### src/rtl/prbs_chk_pkg.sv
package prbs_chk_pkg;

  localparam int WORD_W         = 32;
  localparam int LFSR_W         = WORD_W - 1;
  localparam int BYTE_W         = 8;
  localparam int BYTES_PER_WORD = WORD_W / BYTE_W;
  localparam int LANE_W         = $clog2(BYTES_PER_WORD);
  localparam int POP_W          = $clog2(WORD_W) + 1;

  // Feedback taps of x^31 + x^28 + 1 in right-shifting Galois form
  localparam logic [LFSR_W-1:0] TAP_MASK = 31'h4800_0000;
  localparam logic [LFSR_W-1:0] LFSR_IV  = 31'h0000_0001;

  typedef enum logic [1:0] {
    ST_IDLE  = 2'd0,
    ST_SEED  = 2'd1,
    ST_CHECK = 2'd2
  } chk_state_e;

  function automatic logic [LFSR_W-1:0] lfsr_step(input logic [LFSR_W-1:0] s);
    return {1'b0, s[LFSR_W-1:1]} ^ (s[0] ? TAP_MASK : '0);
  endfunction

endpackage

### src/rtl/swar_popcount.sv
module swar_popcount
  import prbs_chk_pkg::*;
(
  input  logic              clk,
  input  logic              rst_n,
  input  logic              flush,
  input  logic              in_vld,
  input  logic [WORD_W-1:0] in_mask,
  output logic              out_vld,
  output logic [POP_W-1:0]  out_cnt
);

  localparam logic [WORD_W-1:0] M_PAIR   = 32'h5555_5555;
  localparam logic [WORD_W-1:0] M_QUAD   = 32'h3333_3333;
  localparam logic [WORD_W-1:0] M_NIBBLE = 32'h0F0F_0F0F;

  logic [WORD_W-1:0] pair_sum, quad_sum, nib_sum;
  logic [WORD_W-1:0] quad_q;
  logic              vld1_q, vld2_q;
  logic [POP_W-1:0]  byte_total;
  logic [POP_W-1:0]  cnt_q;

  // Stage 1: 2-bit then 4-bit partial sums
  always_comb begin
    pair_sum = in_mask - ((in_mask >> 1) & M_PAIR);
    quad_sum = (pair_sum & M_QUAD) + ((pair_sum >> 2) & M_QUAD);
  end

  // Stage 2: 8-bit partial sums, then fold the byte lanes
  always_comb begin
    nib_sum    = (quad_q + (quad_q >> 4)) & M_NIBBLE;
    byte_total = '0;
    for (int i = 0; i < BYTES_PER_WORD; i++) begin
      byte_total = byte_total + POP_W'(nib_sum[i*BYTE_W +: BYTE_W]);
    end
  end

  always_ff @(posedge clk or negedge rst_n) begin
    if (!rst_n) begin
      quad_q <= '0;
      vld1_q <= 1'b0;
      cnt_q  <= '0;
      vld2_q <= 1'b0;
    end else begin
      vld1_q <= in_vld && !flush;
      vld2_q <= vld1_q && !flush;
      if (in_vld) quad_q <= quad_sum;
      if (vld1_q) cnt_q  <= byte_total;
    end
  end

  assign out_vld = vld2_q;
  assign out_cnt = cnt_q;

  AST_POP_CLEAN: assert property (@(posedge clk) disable iff (!rst_n)
    (in_vld && !flush && in_mask == '0) |=> ##1 (out_cnt == '0));

  AST_POP_FULL: assert property (@(posedge clk) disable iff (!rst_n)
    (in_vld && !flush && in_mask == '1) |=> ##1 (out_cnt == POP_W'(WORD_W)));

endmodule

### config.mk
export PLATFORM = sky130hd
export DESIGN_NAME = swar_popcount
export DESIGN_NICKNAME = d
export VERILOG_FILES = /design/src/rtl/prbs_chk_pkg.sv /design/src/rtl/swar_popcount.sv
export SDC_FILE = /design/constraint.sdc
export NUM_CORES = 1
export LEC_CHECK = 0
export ABC_AREA = 1
export BUFFER_PORTS_ARGS = -buffer_cell sky130_fd_sc_hd__clkbuf_2
export CORE_MARGIN = 5
export CORE_UTILIZATION = 60
export DETAILED_ROUTE_END_ITERATION = 8
export GPL_TIMING_DRIVEN = 0
export MAX_ROUTING_LAYER = met4
export PLACE_DENSITY = 0.91
export SYNTH_ARGS = -nofsm -noshare
export SYNTH_HDL_FRONTEND = slang
export SYNTH_SLANG_ARGS = --single-unit
### constraint.sdc
create_clock -name clk -period 5.59 [get_ports clk]
set_input_delay 0.8385 -clock clk [delete_from_list [all_inputs] [get_ports clk]]
set_output_delay 0.8385 -clock clk [all_outputs]
set_load 0.02 [all_outputs]
==> results of run 1 <==
[per-layer routing]
| layer | vias to the layer above | global-route usage | routed length, µm |
|---|---|---|---|
| met1 | 1645 | 0.255 | 3750 |
| met3 | 19 | 0.0225 | 325 |
| met5 | - | - | 0 |
| li1 | 1908 | - | - |
| met4 | 0 | 0.0745 | 191 |
| met2 | 82 | 0.397 | 4460 |
[cells in the mapped netlist]
master / instances
nand2_1: 200
inv_1: 112
ha_1: 62
nor2_1: 36
dfrtp_1: 32
xor2_1: 24
fa_1: 20
nand3_1: 19
a21oi_1: 15
nand2_2: 15
nor2_2: 14
inv_2: 10
o21ai_0: 7
clkbuf_1: 5
o21bai_1: 5
nor3_1: 4
a21o_1: 3
nand4_1: 3
a211oi_1: 2
a21oi_2: 2
and2_1: 2
a22o_1: 1
clkinv_1: 1
nand2_4: 1
nand3_2: 1
nand3b_1: 1
nor2_4: 1
o21ai_1: 1
o21bai_2: 1
or3_4: 1
xnor2_1: 1
[sequential cells by signal (all words and copies together) (netlist names)]
register / count
out_cnt: 6
out_vld: 1
quad_q: 24
vld1_q: 1
[area by class of cell]
cell class,count,area (µm²)
buffer,5,18.8
clock buffer,6,72.6
clock inverter,2,35.0
fill,553,2190
inverter,123,462
multi-input combinational,442,2890
sequential,32,801
tap,96,120
timing repair buffer,41,205
[report_power, final]
part	switching [mW]	internal [mW]	total [mW]
sequential	0.0454	0.299	0.345
clock	0.0833	0.132	0.215
combinational	0.639	0.445	1.08
total	0.768	0.876	1.64
[worst paths after layout]
path / startpoint / cells past startpoint / endpoint
worst max-delay path: quad_q[0]$_DFFE_PN0P_ / 13 / out_cnt[4]$_DFFE_PN0P_
min in group asynchronous: rst_n / 1 / out_cnt[2]$_DFFE_PN0P_
max in group asynchronous: rst_n / 1 / quad_q[17]$_DFFE_PN0P_
worst max register to register: quad_q[0]$_DFFE_PN0P_ / 13 / out_cnt[4]$_DFFE_PN0P_
worst min-delay path: out_cnt[0]$_DFFE_PN0P_ / 2 / out_cnt[0]$_DFFE_PN0P_
worst min register to register: out_cnt[0]$_DFFE_PN0P_ / 2 / out_cnt[0]$_DFFE_PN0P_
[cells in the final DEF (no fill, tap or decap), types with 2 or more instances in the layout]
cell and n:
nand2_2 15, a21oi_2 2, clkbuf_8 5, nor2_1 36, o21bai_1 5, o21ai_0 7, clkbuf_2 41, and2_1 2
nand4_1 3, nand2_1 200, nor3_1 4, dfrtp_1 32, inv_2 10, xor2_1 24, inv_1 112, a21o_1 3
fa_1 20, a211oi_1 2, clkbuf_1 6, nand3_1 19, nor2_2 14, a21oi_1 15, ha_1 62
[tightest hold or removal path, stage by stage, from the launching register on]
cell and delay [ps]:
dfrtp_1 350, nand2_1 50, nand2_1 40
[cell families (layout without fill, tap and decap cells)]
| kind of cell | Yosys count | after routing | synth area share |
|---|---|---|---|
| buffers and inverters | 128 | 177 | 0.115 |
| xor gates and xnor gates | 25 | 25 | 0.0525 |
| and+or+nand+nor | 298 | 298 | 0.303 |
| adders and majority gates | 82 | 82 | 0.282 |
| AOI/OAI and AO/OA | 37 | 37 | 0.0546 |
| DFF | 32 | 32 | 0.192 |
[metrics by stage]
step / utilization / setup slack (ps) / hold WS [ps] / std cells / instance area (µm²)
6_report: 0.677 / 2220 / 475 / 747 / 4600
2_1_floorplan: - / 2400 / 446 / 602 / 4170
4_1_cts: 0.677 / 2180 / 477 / 747 / 4600
3_3_place_gp: 0.662 / 2300 / 455 / 739 / 4490
3_5_place_dp: 0.662 / 2190 / 460 / 739 / 4490
5_1_grt: 0.677 / 1980 / 491 / 747 / 4600
==> impl_metrics.tcl, run 1 <==
set metrics [dict create \
    die_area_mm2 0.00872 \
    die_h_um 93.4 \
    fmax_mhz 297 \
    rsz0062_at_grt "no" \
    grt_pass1_wl_um 15200 \
    boundaryPins 43 \
    ant_nets 0 \
    synth.largest_area_cell "dfrtp_1" \
    ir_drop_v 0.000243 \
    slowest_delay_ps 580 \
    yosysWarnings 0 \
    setup_viol_count_final 0 \
    dpl.hpwl_um 7710 \
    cts-root-buf "clkbuf_8" \
    hold_path.class "register to register" \
    synth_cell_types 31 \
    synth_nets 720 \
    avgSynthCellArea_um2 6.93 \
    grt_max_degree 33 \
    overflow 0 \
    start_util 0.614 \
    post_cts_buffers 0 \
    drc_errors 0 \
    path_cells "ha_1, fa_1, xor2_1, fa_1, inv_1, fa_1, inv_1, ha_1, a21oi_1, nor2_1, nor2_1, xor2_1, o21ai_0" \
    drv_cap 0 \
    first_pass_iters 5 \
    vias 3654 \
    synth_area_leaders "dfrtp_1 (19%), ha_1 (19%), nand2_1 (18%)" \
    totalWireLength_um 8730 \
    cp_top_family "adder cells" \
    synth_area_mm2 0.00417 \
    drt-initial-drc-count 139 \
    cts.sink_count 32 \
    antenna_cells 0 \
    cp-start-kind "register" \
    critPathKind "register to register" \
    area_growth_pct 10.4 \
    fin_nets 768 \
    finalMaxSlewViolations 0 \
    timing.slew.headroom 0.492 \
    wl_per_cell_um 11.7 \
    numCtsBuffers 5 \
    tightest_slew_ps 762 \
    grt.total_usage 0.220 \
    cts.htree.levels 2 \
    cp.arrival_ps 3530 \
    grt_pass1_vias 3720 \
    finalSetupTns_ps 0 \
    insertion_delay_ps 280 \
    fin_skew_ps 4.77 \
    post-route-period-util 0.603 \
    ys_seq_area_frac 0.192 \
    ys_ff_latch 32 \
    die_w_um 93.4 \
    cp.required_ps 5750 \
    leakagePower_nw 2.76 \
    min_period_ps 3370 \
    status "complete, no violations" \
    p_total_mw 1.64 \
    crit_buf_inv 2 \
    critPathMostFrequentCell "fa_1" \
    worst-path-max-fanout 2 \
    critPathSlowestCell "fa_1" \
    cts_tree "done" \
    reg2reg_slack_ps 2220 \
    io_buffers 41 \
    vias_per_cell 4.89 \
    synth_top_cell_area_share 0.192 \
    cp-end-kind "register" \
    hold_buffers 0 \
    rows 30 \
    fp.coreArea_mm2 0.00679 \
    place_congestion 0.916 \
    drive_above_1_share 0.144 \
    p_per_area_mw_per_mm2 357 \
    ctsResizeCount 0 \
    hold_violations 0 \
    synthCells 602 \
    cts_buffer_depth 2 \
    antenna_found_initial 0 \
    clk_pin_slew_ps 70 \
]
Power figures use the tool's default switching activity.
==> run 2, diff against run 1 <==
--- a/config.mk
+++ b/config.mk
@@ -8,11 +8,11 @@
 export ABC_AREA = 1
 export BUFFER_PORTS_ARGS = -buffer_cell sky130_fd_sc_hd__clkbuf_2
 export CORE_MARGIN = 5
-export CORE_UTILIZATION = 60
+export CORE_UTILIZATION = 55
 export DETAILED_ROUTE_END_ITERATION = 8
 export GPL_TIMING_DRIVEN = 0
 export MAX_ROUTING_LAYER = met4
-export PLACE_DENSITY = 0.91
+export PLACE_DENSITY = 0.88
 export SYNTH_ARGS = -nofsm -noshare
 export SYNTH_HDL_FRONTEND = slang
 export SYNTH_SLANG_ARGS = --single-unit
==> constraint.sdc (replaced) <==
create_clock -name clk -period 2.8 [get_ports clk]
set_input_delay 0.42 -clock clk [delete_from_list [all_inputs] [get_ports clk]]
set_output_delay 0.42 -clock clk [all_outputs]
set_load 0.02 [all_outputs]
==> run 2 against run 1 <==
Compared with the run above:
- the run now ends with setup timing left
- total power rose by 130%
- global-route usage is 2.4 points lower
- critical path depth shrank 2
- via count up 1.7%
- clock skew shrank 2.7 ps
- sequential share of layout area down 0.35 points
- die area increased by 8.1%
- non-clock buffer count increased by 9
- core utilization decreased by 3.7 points
- final cell count grew 1.5%
- register-to-register slack got worse by 2600 ps
- sequential power grew 100%
==> impl_metrics.tcl, run 2 (synthesis gave the netlist of run 1 again) <==
set metrics [dict create \
    status "finished with violations" \
    failed_checks "setup timing" \
    cts.htree.levels 2 \
    grt.total_usage 0.196 \
    vias_per_cell 4.90 \
    reg2reg_slack_ps -400 \
    top_register "quad_q" \
    cts-root-buf "clkbuf_8" \
    final-instance-count-excl-fill 758 \
    clk_pin_slew_ps 70 \
    reg2reg_from "quad_q[12]$_DFFE_PN0P_" \
    mostFrequentLayoutCell "nand2_1" \
    hold_path.class "input pin to asynchronous set/reset pin" \
    r2r-end "out_cnt[3]$_DFFE_PN0P_" \
    timing.slew.headroom 0.484 \
    boundaryPins 43 \
    drc_errors 0 \
    fmax_mhz 313 \
    cts_buffer_depth 2 \
    mostFrequentLayoutCells "nand2_1 (200), inv_1 (109), ha_1 (57), clkbuf_2 (41), nor2_1 (35)" \
    setup_viol_count_final 4 \
    io_buffers 41 \
    totalWireLength_um 8800 \
    finalSetupTns_ps -1370 \
    cts.sink_count 32 \
    post-route-period-util 1.14 \
    fin_skew_ps 2.07 \
    antenna_cells 0 \
    finalMaxSlewViolations 0 \
    fin_nets 777 \
    overflow 0 \
    rsz0062_at_grt "yes" \
    dpl.hpwl_um 7600 \
    tightest_slew_ps 774 \
    die_area_mm2 0.00942 \
    rows 31 \
    insertion_delay_ps 280 \
    dp.cells 742 \
    cp-start-kind "register" \
    setup_slack_ps -396 \
    first_pass_iters 5 \
    grt_pass1_wl_um 15300 \
    min_period_ps 3200 \
    ant_nets 0 \
    cp-end-kind "register" \
    drt-initial-drc-count 124 \
    nFillCells 656 \
    numCtsBuffers 5 \
    endpoint "out_cnt[3]$_DFFE_PN0P_" \
    drv_cap 0 \
    cp.required_ps 2980 \
    fp.coreArea_mm2 0.00733 \
    grt_max_degree 33 \
    leakagePower_nw 2.77 \
    p_total_mw 3.73 \
    largest_reg_flops 24 \
    antenna_found_initial 0 \
    critPathKind "register to register" \
    die_w_um 97.1 \
    worst_hold_slack_ps 202 \
    die_h_um 97.1 \
    cp.arrival_ps 3370 \
    hold_buffers 0 \
    grt_pass1_vias 3680 \
    drive_above_1_share 0.179 \
    cts_tree "done" \
    wl_per_cell_um 11.6 \
    p_per_area_mw_per_mm2 795 \
    utilization 0.641 \
    place_congestion 0.854 \
    hold_violations 0 \
    area_growth_pct 12.7 \
    worst-r2r-cell-count 11 \
    start_util 0.569 \
    ir_drop_v 0.000522 \
    vias 3715 \
    worst-path-max-fanout 2 \
    crit_start "quad_q[12]$_DFFE_PN0P_" \
]
-- run 2: cell count changes in the layout (fill, tap and decap cells not counted), moves of 3 or more --
| cell | delta |
|---|---|
| buf_4 | +8 |
| fa_1 | -4 |
| fa_2 | +4 |
| ha_1 | -5 |
| ha_2 | +4 |
| inv_1 | -3 |
| inv_2 | +3 |
-- run 2: worst min-delay path by stage --
| stage | to | slack [ps] | from |
|---|---|---|---|
| 5_1_grt | quad_q[1]$_DFFE_PN0P_ | 270 | rst_n |
| 3_3_place_gp | out_cnt[1]$_DFFE_PN0P_ | 460 | out_cnt[1]$_DFFE_PN0P_ |
| 4_1_cts | out_vld$_DFF_PN0_ | 220 | rst_n |
| 3_5_place_dp | quad_q[18]$_DFFE_PN0P_ | 470 | quad_q[18]$_DFFE_PN0P_ |
| 6_report | out_vld$_DFF_PN0_ | 200 | rst_n |
| 2_1_floorplan | out_cnt[0]$_DFFE_PN0P_ | 120 | rst_n |
-- run 2: layout make-up --
class | instances | area (µm²) | area share
plain buffers | 5 | 18.8 | 0.00400
clock buffers | 5 | 68.8 | 0.0147
clock inverters | 2 | 12.5 | 0.00266
inverters | 123 | 462 | 0.0983
multi-input cells | 442 | 2930 | 0.625
flip-flops and latches | 32 | 801 | 0.170
well taps | 99 | 124 | 0.0264
repair buffers | 50 | 277 | 0.0589
-- run 2: through the flow --
stage               area, µm²  setup WS [ps]
floorplan                4180           -287
global placement         4510           -388
detailed placement       4510           -517
CTS                      4660           -398
global route             4700           -502
finish                   4700           -396
-- run 2: layer usage --
layer	vias up	wire length, µm	track usage
met5	-	0	-
li1	1924	-	-
met2	72	4540	0.354
met4	0	106	0.0410
met1	1708	3820	0.235
met3	11	332	0.0251
-- run 2: worst max-delay path: stages, from the launching register on --
cell     delay [ps]
dfrtp_1         390
ha_2            200
fa_2            330
xor2_1          160
fa_1            550
inv_2            40
fa_1            490
buf_6           150
fa_2            410
nor2_2          130
nor2_1           50
a22o_1          170
-- run 2: power by group --
group / total, mW / switching, mW / internal (mW)
combinational: 2.71 / 1.48 / 1.23
sequential: 0.690 / 0.0925 / 0.597
clock: 0.338 / 0.170 / 0.168
-- run 2: repair_timing --
action,4_1_cts,5_1_grt
gates resized for setup,9,3
pin swaps,13,11
endpoints found under the hold margin,0,0
buffers inserted,5,4
setup endpoints to repair,4,4
==> run 3, diff against run 2 <==
--- a/config.mk
+++ b/config.mk
@@ -7,7 +7,7 @@
 export LEC_CHECK = 0
 export ABC_AREA = 1
 export BUFFER_PORTS_ARGS = -buffer_cell sky130_fd_sc_hd__clkbuf_2
-export CORE_MARGIN = 5
+export CORE_MARGIN = 2
 export CORE_UTILIZATION = 55
 export DETAILED_ROUTE_END_ITERATION = 8
 export GPL_TIMING_DRIVEN = 0
==> run 3 against run 2 <==
Compared with the run above:
- the flow still finishes with violations (setup timing)
- wire length rose by 3.8%
- global-route usage rose by 4.5 points
- critical path depth did not move
- combinational power rose by 3%
- first-iteration DRC count rose by 40%
- critical endpoint unchanged
- largest cell class unchanged
- largest power group unchanged
==> impl_metrics.tcl, run 3 (synthesis gave the netlist of run 1 again) <==
set metrics [dict create \
    status "finished with violations" \
    failed_checks "setup timing" \
    final-instance-count-excl-fill 756 \
    cp.required_ps 2970 \
    ir_drop_v 0.000607 \
    reg2reg_slack_ps -370 \
    die_w_um 91.1 \
    mostFrequentLayoutCells "nand2_1 (200), inv_1 (109), ha_1 (57), clkbuf_2 (41), nor2_1 (35)" \
    setup_viol_count_final 4 \
    io_buffers 41 \
    cp.arrival_ps 3350 \
    grt.total_usage 0.242 \
    antenna_found_initial 0 \
    cp_top_family "adder cells" \
    path_cells "ha_2, fa_2, xor2_1, fa_1, inv_2, fa_1, buf_4, fa_2, nor2_4, nor2_1, a22o_1" \
    setup_slack_ps -375 \
    cts_buffer_depth 2 \
    worst-r2r-cell-count 11 \
    p_int_mw 2.05 \
    drive_above_1_share 0.178 \
    cts_tree "done" \
    mostFrequentLayoutCell "nand2_1" \
    reg2reg_from "quad_q[20]$_DFFE_PN0P_" \
    cp-end-kind "register" \
    seq_power_share 0.179 \
    dp.cells 742 \
    worst-path-max-fanout 2 \
    cts.sink_count 32 \
    utilization 0.644 \
    slowest_delay_ps 550 \
    rsz0062_at_grt "yes" \
    start_util 0.572 \
    place_congestion 0.960 \
    drc_errors 0 \
    antenna_cells 0 \
    crit_buf_inv 2 \
    insertion_delay_ps 290 \
    fp.coreArea_mm2 0.00729 \
    clk_pin_slew_ps 70 \
    p_total_mw 3.86 \
    worst_hold_slack_ps 185 \
    largest_reg_flops 24 \
    boundaryPins 43 \
    wl_per_cell_um 12.1 \
    rows 31 \
    vias 3758 \
    fin_nets 774 \
    die_h_um 91.1 \
    power_switching_share 0.469 \
    timing.slew.headroom 0.488 \
    area_growth_pct 12.6 \
    cts-root-buf "clkbuf_8" \
    die_area_mm2 0.00829 \
    finalMaxSlewViolations 0 \
    totalWireLength_um 9130 \
    grt_max_degree 33 \
    nFillCells 674 \
    min_period_ps 3170 \
    fmax_mhz 315 \
    numCtsBuffers 5 \
    tightest_slew_ps 769 \
    fin_skew_ps 9.64 \
    finalSetupTns_ps -1280 \
    vias_per_cell 4.97 \
    switching_power_mw 1.81 \
    cts.htree.levels 2 \
    top_register "quad_q" \
    post-route-period-util 1.13 \
    critPathSlowestCell "fa_1" \
    p_per_area_mw_per_mm2 822 \
    ant_nets 0 \
    first_pass_iters 7 \
    grt_pass1_wl_um 16000 \
    grt_pass1_vias 3858 \
    leakagePower_nw 2.76 \
    pwr-share-comb 0.724 \
    dpl.hpwl_um 7870 \
    hold_violations 0 \
    r2r-end "out_cnt[3]$_DFFE_PN0P_" \
    hold_path.class "input pin to asynchronous set/reset pin" \
    critPathKind "register to register" \
    p_clk_frac 0.097 \
    cp-start-kind "register" \
    drt-initial-drc-count 173 \
    drv_cap 0 \
    overflow 0 \
]
## run 3: changes by cell type in the layout (fill, tap and decap cells not counted), sizes merged
| cell | delta |
|---|---|
| buf | -3 |
| clkinv | -1 |
| clkbuf | +2 |
## run 3: per-stage QoR
stage                     cell area (µm²)  setup WS, ps
final                                4700          -375
after global routing                 4700          -483
after CTS                            4680          -399
after detailed placement             4510          -496
after global placement               4510          -386
after floorplan                      4180          -287
## run 3: worst max path at each step
| stage | slack [ps] | startpoint | depth (start not counted) | endpoint |
|---|---|---|---|---|
| global placement | -390 | quad_q[0]$_DFFE_PN0P_ | 13 | out_cnt[4]$_DFFE_PN0P_ |
| detailed placement | -500 | quad_q[0]$_DFFE_PN0P_ | 13 | out_cnt[4]$_DFFE_PN0P_ |
| global route | -480 | quad_q[20]$_DFFE_PN0P_ | 11 | out_cnt[3]$_DFFE_PN0P_ |
| finish | -370 | quad_q[20]$_DFFE_PN0P_ | 11 | out_cnt[3]$_DFFE_PN0P_ |
| CTS | -400 | quad_q[4]$_DFFE_PN0P_ | 12 | out_cnt[3]$_DFFE_PN0P_ |
| floorplan | -290 | quad_q[0]$_DFFE_PN0P_ | 13 | out_cnt[4]$_DFFE_PN0P_ |
## run 3: layout make-up
class / instances / area (µm²) / share of cell area
Multi-Input combinational cell: 442 / 2950 / 0.627
Sequential cell: 32 / 801 / 0.171
Inverter: 123 / 462 / 0.0983
Timing Repair Buffer: 47 / 250 / 0.0533
Tap cell: 99 / 124 / 0.0264
Clock buffer: 7 / 86.3 / 0.0184
Buffer: 5 / 18.8 / 0.00400
Clock inverter: 1 / 7.51 / 0.00160
## run 3: metal layers
layer / global-route usage / routed length, µm / vias to the layer above
met5: - / 0 / -
met4: 0.0808 / 251 / 0
met3: 0.0332 / 368 / 25
met2: 0.441 / 4630 / 101
met1: 0.272 / 3880 / 1715
li1: - / - / 1917
## run 3: what timing repair did
item                                    CTS  global route
hold buffers                              0             0
resized for setup                        11             3
pin swaps                                15             5
endpoints found under the setup margin    4             4
setup buffers                             6             0
## run 3: power by group through the flow
stage	Clock, mW	Combinational [mW]	Sequential (mW)
2_1_floorplan	0	1.60	0.732
3_3_place_gp	0	1.99	0.691
3_5_place_dp	0	2.21	0.700
4_1_cts	0.374	2.68	0.692
5_1_grt	0.393	3.19	0.709
6_report	0.374	2.80	0.690
## run 3: worst reg2reg max path: stages (launching register included)
cell and delay, ps:
dfrtp_1 390, ha_2 200, fa_2 340, xor2_1 160
fa_1 550, inv_2 40, fa_1 480, buf_4 160
fa_2 410, nor2_4 100, nor2_1 50, a22o_1 180
